[config.mk]
export PLATFORM = sky130hd
export DESIGN_NAME = i2c_bus_clear
export DESIGN_NICKNAME = d
export VERILOG_FILES = /design/src/rtl/i2c_clr_pkg.sv /design/src/rtl/i2c_clr_timer.sv /design/src/rtl/i2c_clr_filt.sv /design/src/rtl/i2c_clr_seq.sv /design/src/rtl/i2c_bus_clear.sv
export SDC_FILE = /design/constraint.sdc
export NUM_CORES = 1
export LEC_CHECK = 0
export ABC_CLOCK_PERIOD_IN_PS = 2150
export BUFFER_PORTS_ARGS = -buffer_cell sky130_fd_sc_hd__buf_2
export CAP_MARGIN = 20
export CORE_MARGIN = 10
export CORE_UTILIZATION = 47
export CTS_BUF_LIST = sky130_fd_sc_hd__clkbuf_4
export DETAILED_ROUTE_END_ITERATION = 10
export PLACE_DENSITY = 0.94
export RECOVER_POWER = 100
export SETUP_SLACK_MARGIN = 0.4
export SYNTH_ARGS = -nofsm -noshare
export SYNTH_HDL_FRONTEND = slang
export SYNTH_SLANG_ARGS = --single-unit
[constraint.sdc]
create_clock -name clk_i -period 2.15 [get_ports clk_i]
set_input_delay 0 -clock clk_i [delete_from_list [all_inputs] [get_ports clk_i]]
set_output_delay 0 -clock clk_i [all_outputs]
set_load 0.005 [all_outputs]
[src/rtl/i2c_clr_pkg.sv]
package i2c_clr_pkg;
  localparam int DATA_W      = 32;
  localparam int CNT_W       = 4;
  localparam int REQ_BIT     = 11;
  localparam int BYP_BIT     = 7;
  localparam int MON_SDA_BIT = 0;
  localparam int MON_SCL_BIT = 1;

  localparam logic [1:0] ADDR_CTRL = 2'd0;
  localparam logic [1:0] ADDR_CYC  = 2'd1;
  localparam logic [1:0] ADDR_MON  = 2'd2;

  typedef enum logic [2:0] {
    ST_IDLE,
    ST_LOW,
    ST_HIGH,
    ST_STP_PRE,
    ST_STP_SDA,
    ST_STP_REL
  } clr_state_e;
endpackage

[src/rtl/i2c_clr_timer.sv]
module i2c_clr_timer #(
  parameter int HALF_CYC = 4
) (
  input  logic clk_i,
  input  logic rst_ni,
  input  logic load_i,
  output logic done_o
);
  localparam int TW = (HALF_CYC > 1) ? $clog2(HALF_CYC) : 1;

  logic [TW-1:0] t_q;

  always_ff @(posedge clk_i or negedge rst_ni) begin
    if (!rst_ni)           t_q <= '0;
    else if (load_i)       t_q <= TW'(HALF_CYC - 1);
    else if (t_q != '0)    t_q <= t_q - 1'b1;
  end

  assign done_o = (t_q == '0);
endmodule

[src/rtl/i2c_clr_filt.sv]
module i2c_clr_filt #(
  parameter int SYNC_STAGES = 2,
  parameter int FILT_LEN    = 3
) (
  input  logic clk_i,
  input  logic rst_ni,
  input  logic line_i,
  input  logic bypass_i,
  output logic lvl_o
);
  logic synced;
  logic stable;

  // synchronizer, idle-high reset
  if (SYNC_STAGES <= 1) begin : g_sync1
    logic s_q;
    always_ff @(posedge clk_i or negedge rst_ni) begin
      if (!rst_ni) s_q <= 1'b1;
      else         s_q <= line_i;
    end
    assign synced = s_q;
  end else begin : g_syncn
    logic [SYNC_STAGES-1:0] s_q;
    always_ff @(posedge clk_i or negedge rst_ni) begin
      if (!rst_ni) s_q <= '1;
      else         s_q <= {s_q[SYNC_STAGES-2:0], line_i};
    end
    assign synced = s_q[SYNC_STAGES-1];
  end

  // level must persist FILT_LEN cycles before it is accepted
  if (FILT_LEN <= 1) begin : g_nofilt
    assign stable = synced;
  end else begin : g_filt
    localparam int CW = $clog2(FILT_LEN);
    logic [CW-1:0] cnt_q;
    logic          stable_q;
    always_ff @(posedge clk_i or negedge rst_ni) begin
      if (!rst_ni) begin
        cnt_q    <= '0;
        stable_q <= 1'b1;
      end else if (synced != stable_q) begin
        if (cnt_q == CW'(FILT_LEN - 1)) begin
          stable_q <= synced;
          cnt_q    <= '0;
        end else begin
          cnt_q <= cnt_q + 1'b1;
        end
      end else begin
        cnt_q <= '0;
      end
    end
    assign stable = stable_q;
  end

  assign lvl_o = bypass_i ? synced : stable;
endmodule

[src/rtl/i2c_clr_seq.sv]
module i2c_clr_seq
  import i2c_clr_pkg::*;
#(
  parameter int HALF_CYC = 4
) (
  input  logic             clk_i,
  input  logic             rst_ni,
  input  logic             start_i,
  input  logic [CNT_W-1:0] count_i,
  input  logic             sda_lvl_i,
  output logic             busy_o,
  output logic             scl_oe_o,
  output logic             sda_oe_o
);
  clr_state_e       state_q, state_d;
  logic [CNT_W-1:0] left_q, left_d;
  logic             load, done;

  i2c_clr_timer #(.HALF_CYC(HALF_CYC)) u_timer (
    .clk_i  (clk_i),
    .rst_ni (rst_ni),
    .load_i (load),
    .done_o (done)
  );

  always_comb begin
    state_d = state_q;
    left_d  = left_q;
    load    = 1'b0;
    unique case (state_q)
      ST_IDLE: if (start_i && count_i != '0) begin
        state_d = ST_LOW;
        left_d  = count_i;
        load    = 1'b1;
      end
      ST_LOW: if (done) begin
        state_d = ST_HIGH;
        load    = 1'b1;
      end
      ST_HIGH: if (done) begin
        if (left_q == CNT_W'(1)) begin
          // target let go of SDA: close with STOP
          if (sda_lvl_i) begin
            state_d = ST_STP_PRE;
            load    = 1'b1;
          end else begin
            state_d = ST_IDLE;
          end
        end else begin
          left_d  = left_q - 1'b1;
          state_d = ST_LOW;
          load    = 1'b1;
        end
      end
      ST_STP_PRE: if (done) begin
        state_d = ST_STP_SDA;
        load    = 1'b1;
      end
      ST_STP_SDA: if (done) begin
        state_d = ST_STP_REL;
        load    = 1'b1;
      end
      ST_STP_REL: if (done) state_d = ST_IDLE;
      default: state_d = ST_IDLE;
    endcase
  end

  always_ff @(posedge clk_i or negedge rst_ni) begin
    if (!rst_ni) begin
      state_q <= ST_IDLE;
      left_q  <= '0;
    end else begin
      state_q <= state_d;
      left_q  <= left_d;
    end
  end

  assign busy_o   = (state_q != ST_IDLE);
  assign scl_oe_o = (state_q == ST_LOW) || (state_q == ST_STP_PRE) || (state_q == ST_STP_SDA);
  assign sda_oe_o = (state_q == ST_STP_SDA) || (state_q == ST_STP_REL);
endmodule

[src/rtl/i2c_bus_clear.sv]
module i2c_bus_clear
  import i2c_clr_pkg::*;
#(
  parameter int HALF_CYC    = 4,
  parameter int SYNC_STAGES = 2,
  parameter int FILT_LEN    = 3
) (
  input  logic              clk_i,
  input  logic              rst_ni,
  input  logic              reg_we_i,
  input  logic [1:0]        reg_addr_i,
  input  logic [DATA_W-1:0] reg_wdata_i,
  output logic [DATA_W-1:0] reg_rdata_o,
  input  logic              scl_i,
  input  logic              sda_i,
  output logic              scl_oe_o,
  output logic              sda_oe_o,
  output logic              busy_o
);
  localparam int NLINES = 2;

  logic [CNT_W-1:0]  cyc_cnt_q;
  logic              byp_q;
  logic              start;
  logic [NLINES-1:0] line_raw, line_byp, line_lvl;
  logic              wdata_unused;

  assign wdata_unused = ^{reg_wdata_i[DATA_W-1:REQ_BIT+1], reg_wdata_i[REQ_BIT-1:BYP_BIT+1],
                          reg_wdata_i[BYP_BIT-1:CNT_W]};

  always_ff @(posedge clk_i or negedge rst_ni) begin
    if (!rst_ni) begin
      cyc_cnt_q <= '0;
      byp_q     <= 1'b0;
    end else if (reg_we_i && reg_addr_i == ADDR_CYC) begin
      cyc_cnt_q <= reg_wdata_i[CNT_W-1:0];
      byp_q     <= reg_wdata_i[BYP_BIT];
    end
  end

  // zero count or busy: request is dropped
  assign start = reg_we_i && (reg_addr_i == ADDR_CTRL) && reg_wdata_i[REQ_BIT]
                 && !busy_o && (cyc_cnt_q != '0);

  assign line_raw = {scl_i, sda_i};
  assign line_byp = {1'b0, byp_q};

  for (genvar g = 0; g < NLINES; g++) begin : g_line
    i2c_clr_filt #(.SYNC_STAGES(SYNC_STAGES), .FILT_LEN(FILT_LEN)) u_filt (
      .clk_i    (clk_i),
      .rst_ni   (rst_ni),
      .line_i   (line_raw[g]),
      .bypass_i (line_byp[g]),
      .lvl_o    (line_lvl[g])
    );
  end

  i2c_clr_seq #(.HALF_CYC(HALF_CYC)) u_seq (
    .clk_i     (clk_i),
    .rst_ni    (rst_ni),
    .start_i   (start),
    .count_i   (cyc_cnt_q),
    .sda_lvl_i (line_lvl[0]),
    .busy_o    (busy_o),
    .scl_oe_o  (scl_oe_o),
    .sda_oe_o  (sda_oe_o)
  );

  always_comb begin
    reg_rdata_o = '0;
    unique case (reg_addr_i)
      ADDR_CTRL: reg_rdata_o[REQ_BIT] = busy_o;
      ADDR_CYC: begin
        reg_rdata_o[CNT_W-1:0] = cyc_cnt_q;
        reg_rdata_o[BYP_BIT]   = byp_q;
      end
      ADDR_MON: begin
        reg_rdata_o[MON_SDA_BIT] = line_lvl[0];
        reg_rdata_o[MON_SCL_BIT] = line_lvl[1];
      end
      default: reg_rdata_o = '0;
    endcase
  end
endmodule

==> flow_results.org <==
** Run status
- Status :: finished, final reports clean

** Place
- After detailed placement, the total cell area comes to 0.00154 mm^2.
- Counting tap cells, the placed design contains a total of 206 instances.
- Once detailed placement completed, the half-perimeter wirelength came to 2420 um.
- Routability-driven placement finished with a final weighted congestion of 0.830.
- In this run the tool buffered the top-level ports with 21 buffer cells.

** Clock network
- Clock sinks :: 24
- CTS tree :: done
- Number of buffers on the longest clock path :: 2
- Clock-pin slew was measured on the worst setup and hold paths at 0.13 ns.
- The clock reaches the later pin of the worst-skew pair after 0.31 ns.
- H-tree lvl count :: 1
- The tree is rooted in a sky130_fd_sc_hd__clkbuf_4.
- Number of clock buffers inserted by TritonCTS :: 3

** Global routing
- After global routing the overflow that remains totals 0.
- The number of antenna violations at the first check in global routing came to 0.
- Global routing consumed, over all layers together, 10.4% of the routing resources.
- The via count of the first global-routing pass came to 1114.
- Global-route wire length before repair :: 5150 um
- Entering global routing, the biggest net connects 25 pins.

** STA
- Clock skew on the completed layout was measured at 0.00205 ns.
- Setup-violating endpoint count in the final report :: 0
- Summed over all failing endpoints, the final setup total negative slack is 0 ns.
- Worst slew slack as a fraction of its limit :: 15.6%
- The number of max-slew violations in the final report is 0.
- Worst hold slack :: 0.209 ns
- Setup repair after global routing missed its margin :: yes
- Actual slew at the worst max-slew pin :: 1.27 ns
- Endpoints failing hold :: 0
- Tcrit/Tclk final :: 84.7%
- Counting I/O delays and the setup requirement, the final critical path takes 1.82 ns.
- Fmax achieved :: 549 MHz

** Drt
- Initial DRC count :: 43
- Summing over every cut layer, the via total after detailed routing is 1084.
- The detail route stage leaves a number of antenna-violating nets equal to 0.
- Number of optimization iterations in the first detailed-route pass :: 6
- Routed length per placed instance :: 14.0 um
- Number of remaining DRC errors :: 0
- Vias per Instance :: 4.88
- Total wire length after detailed routing :: 3100 um

** Yosys
- Sequential fraction of the synthesis area :: 40.5%
- Yosys mapped a number of flops with a built-in enable equal to 0.
- FF+latch count, synth :: 24
- Count of unique library cells instantiated by Yosys :: 40
- In this run the cell area of the synthesized design comes to 0.00150 mm^2.
- The top cell type by area accounts for 30.0% of the synthesized area.
- For this run, the leading register cell type out of synthesis is sky130_fd_sc_hd__dfrtp_1.
- In the synthesized netlist the async set-or-reset flop fraction comes to 100%.
- Ranked by total cell area, the synthesized netlist is headed by sky130_fd_sc_hd__dfrtp_1, sky130_fd_sc_hd__buf_4, sky130_fd_sc_hd__dfstp_2, sky130_fd_sc_hd__mux2_2, sky130_fd_sc_hd__ha_1.
- Per-instance average area after synthesis :: 10.3 um^2
- Synthesized netlist cell count :: 145
- Yosys printed 0 warnings.
- The largest total area in the synthesized netlist belongs to sky130_fd_sc_hd__dfrtp_1.

** Finish
- The number of antenna diodes in the final layout is 0.
- The area growth from synthesis to layout is 9.84%.
- Leaving out fill and tap cells, the most frequent cell in the layout is sky130_fd_sc_hd__conb_1.
- Post-route insts no fill :: 222
- Leaving out fill and tap cells, the most frequent cells in the layout are sky130_fd_sc_hd__conb_1, sky130_fd_sc_hd__dfrtp_1, sky130_fd_sc_hd__buf_2.
- Final #Nets :: 224
- Summing all non-filler instances in the final layout gives an area of 0.00165 mm^2.
- Share of final-layout standard cells stronger than drive strength 1 :: 23.6%

** Die
- Row generation in the floorplan step produced 20 rows.
- I/O pins :: 74
- The die covers 0.00585 mm^2.
- Core region area :: 0.00305 mm^2
- Chip height :: 76.5 um
- The initial utilization of the core area, before any placement, comes to 49.1%.
- Width of the chip :: 76.5 um

** Worst setup path
- The critical path is of the reg2reg type.
- In this run the worst path has a maximum fanout of 12.
- Most common cell type on the critical path :: sky130_fd_sc_hd__or3_1
- CP bufs+invs :: 0
- Data on the critical path arrives at its endpoint at 2.02 ns.
- Broken down by cell family, the worst path's largest delay share belongs to simple AND/OR/NAND/NOR gates.
- For this run, the slowest stage of the critical path takes 0.53 ns.
- Worst setup SP type :: register
- Walking the worst path, the cells encountered are or3_1, or3_1, nand3_1, o221ai_1.
- Cell type of the slowest stage on the worst timing path :: sky130_fd_sc_hd__dfrtp_1
- Required @ worst endpoint :: 2.35 ns
- Worst setup EP type :: register

** Power and ir drop
- Combinational cells account for 44.8% of the total power.
- Power density over the cells :: 1040 mW/mm^2
- Max IR drop VDD :: 630 uV
- The share of total power dissipated in the clock network is 11.6%.
- The analysis attributes to net switching a power of 0.000645 W.
- Fraction of power spent switching nets :: 37.6%
- Summed over all cells, the static leakage comes to 0.784 nW.
- The internal portion of the total power is 0.00107 W.
- PnR Total Power :: 0.00172 W
- The share of total power dissipated in sequential elements is 43.5%.

** Job
- Across the run, the number of max-cap violations was 0.

** Worst hold path
- Type of the most critical hold path :: in2reg
[synthesized netlist by cell type (4+ instances only)]
cell type                  n
sky130_fd_sc_hd__dfrtp_1  18
sky130_fd_sc_hd__mux2_2    9
sky130_fd_sc_hd__nor3b_1   5
sky130_fd_sc_hd__dfstp_2   6
sky130_fd_sc_hd__nor2_1    7
sky130_fd_sc_hd__nor2b_1   5
sky130_fd_sc_hd__inv_1     8
sky130_fd_sc_hd__o21ai_0   4
sky130_fd_sc_hd__ha_1      6
sky130_fd_sc_hd__nand2_1   4
sky130_fd_sc_hd__nor3_1    4
sky130_fd_sc_hd__buf_4    26
[worst paths after layout]
check	from	endpoint	slack (ns)	cells past startpoint
setup / recovery	u_seq.state_q[2]	u_seq.left_q[1]	0.33	4
hold / removal	reg_we_i	byp_q	0.21	3
setup reg to reg	u_seq.state_q[2]	u_seq.left_q[1]	0.33	4
hold reg to reg	g_line[1].u_filt.g_syncn.s_q[0]	g_line[1].u_filt.g_syncn.s_q[1]	0.37	0
max in group asynchronous	rst_ni	u_seq.state_q[1]	0.85	2
min in group asynchronous	rst_ni	g_line[1].u_filt.g_filt.cnt_q[1]	0.47	2
[routing by layer]
| metal | wire length (um) | vias up | track usage (%) | part of all wire, % |
|---|---|---|---|---|
| li1 | - | 516 | - | - |
| met1 | 1180 | 530 | 10.7 | 38 |
| met2 | 1660 | 32 | 18.5 | 53 |
| met3 | 204 | 6 | 3.89 | 6.6 |
| met4 | 65 | 0 | 4.28 | 2.1 |
| met5 | 0 | - | 0 | 0 |
[cell families (layout without fill, tap and decap cells)]
group / after synthesis / in the layout / share of synthesized area, %
XOR/XNOR: 2 / 2 / 1.17
other: 1 / 26 / 0.250
AO/OA/AOI/OAI: 21 / 21 / 10.5
flip-flops: 24 / 24 / 40.5
adder cells (fa/ha/maj): 6 / 6 / 5.00
multiplexers: 10 / 10 / 7.42
AND/OR/NAND/NOR: 42 / 42 / 17.6
buffers and inverters: 39 / 47 / 17.5
[stage by stage]
| stage | utilization [%] | setup slack, ns |
|---|---|---|
| floorplan | - | 0.552 |
| global placement | 50.3 | 0.427 |
| detailed placement | 50.3 | 0.419 |
| CTS | 53.8 | 0.403 |
| global route | 54.0 | 0.217 |
| finish | 54.0 | 0.329 |
[flip-flops by register name, indices dropped and copies added, names as in the netlist]
name	count
byp_q	1
g_line.u_filt.g_syncn.s_q	4
u_seq.u_timer.t_q	2
g_line.u_filt.g_filt.stable_q	2
g_line.u_filt.g_filt.cnt_q	4
cyc_cnt_q	4
u_seq.state_q	3
u_seq.left_q	4
[power groups by stage]
stage / clock (W) / sequential (W) / combinational [W]
floorplan: 0 / 0.000715 / 0.000640
global placement: 0 / 0.000765 / 0.000702
detailed placement: 0 / 0.000782 / 0.000737
CTS: 0.000203 / 0.000771 / 0.000752
global route: 0.000222 / 0.000770 / 0.000872
finish: 0.000200 / 0.000748 / 0.000771
[worst reg2reg max path: stages, from the launching register on]
cell and delay, ns:
sky130_fd_sc_hd__dfrtp_1 0.53, sky130_fd_sc_hd__or3_1 0.42, sky130_fd_sc_hd__or3_1 0.52, sky130_fd_sc_hd__nand3_1 0.14, sky130_fd_sc_hd__o221ai_1 0.10
[layout make-up]
| type | count | area, um^2 |
|---|---|---|
| Fill cell | 278 | 1410 |
| Inverter | 8 | 30.0 |
| Timing Repair Buffer | 35 | 216 |
| Clock inverter | 1 | 3.75 |
| Tap cell | 44 | 55.1 |
| Sequential cell | 24 | 609 |
| Multi-Input combinational cell | 107 | 711 |
| Clock buffer | 3 | 22.5 |
[timing repair]
action | CTS | global route
resized for setup | 0 | 3
endpoints found under the hold margin | 25 | 0
hold buffers | 8 | 0
setup buffers | 0 | 4
setup endpoints to repair | 0 | 4
Note: power is estimated with default switching activity, not from simulation.
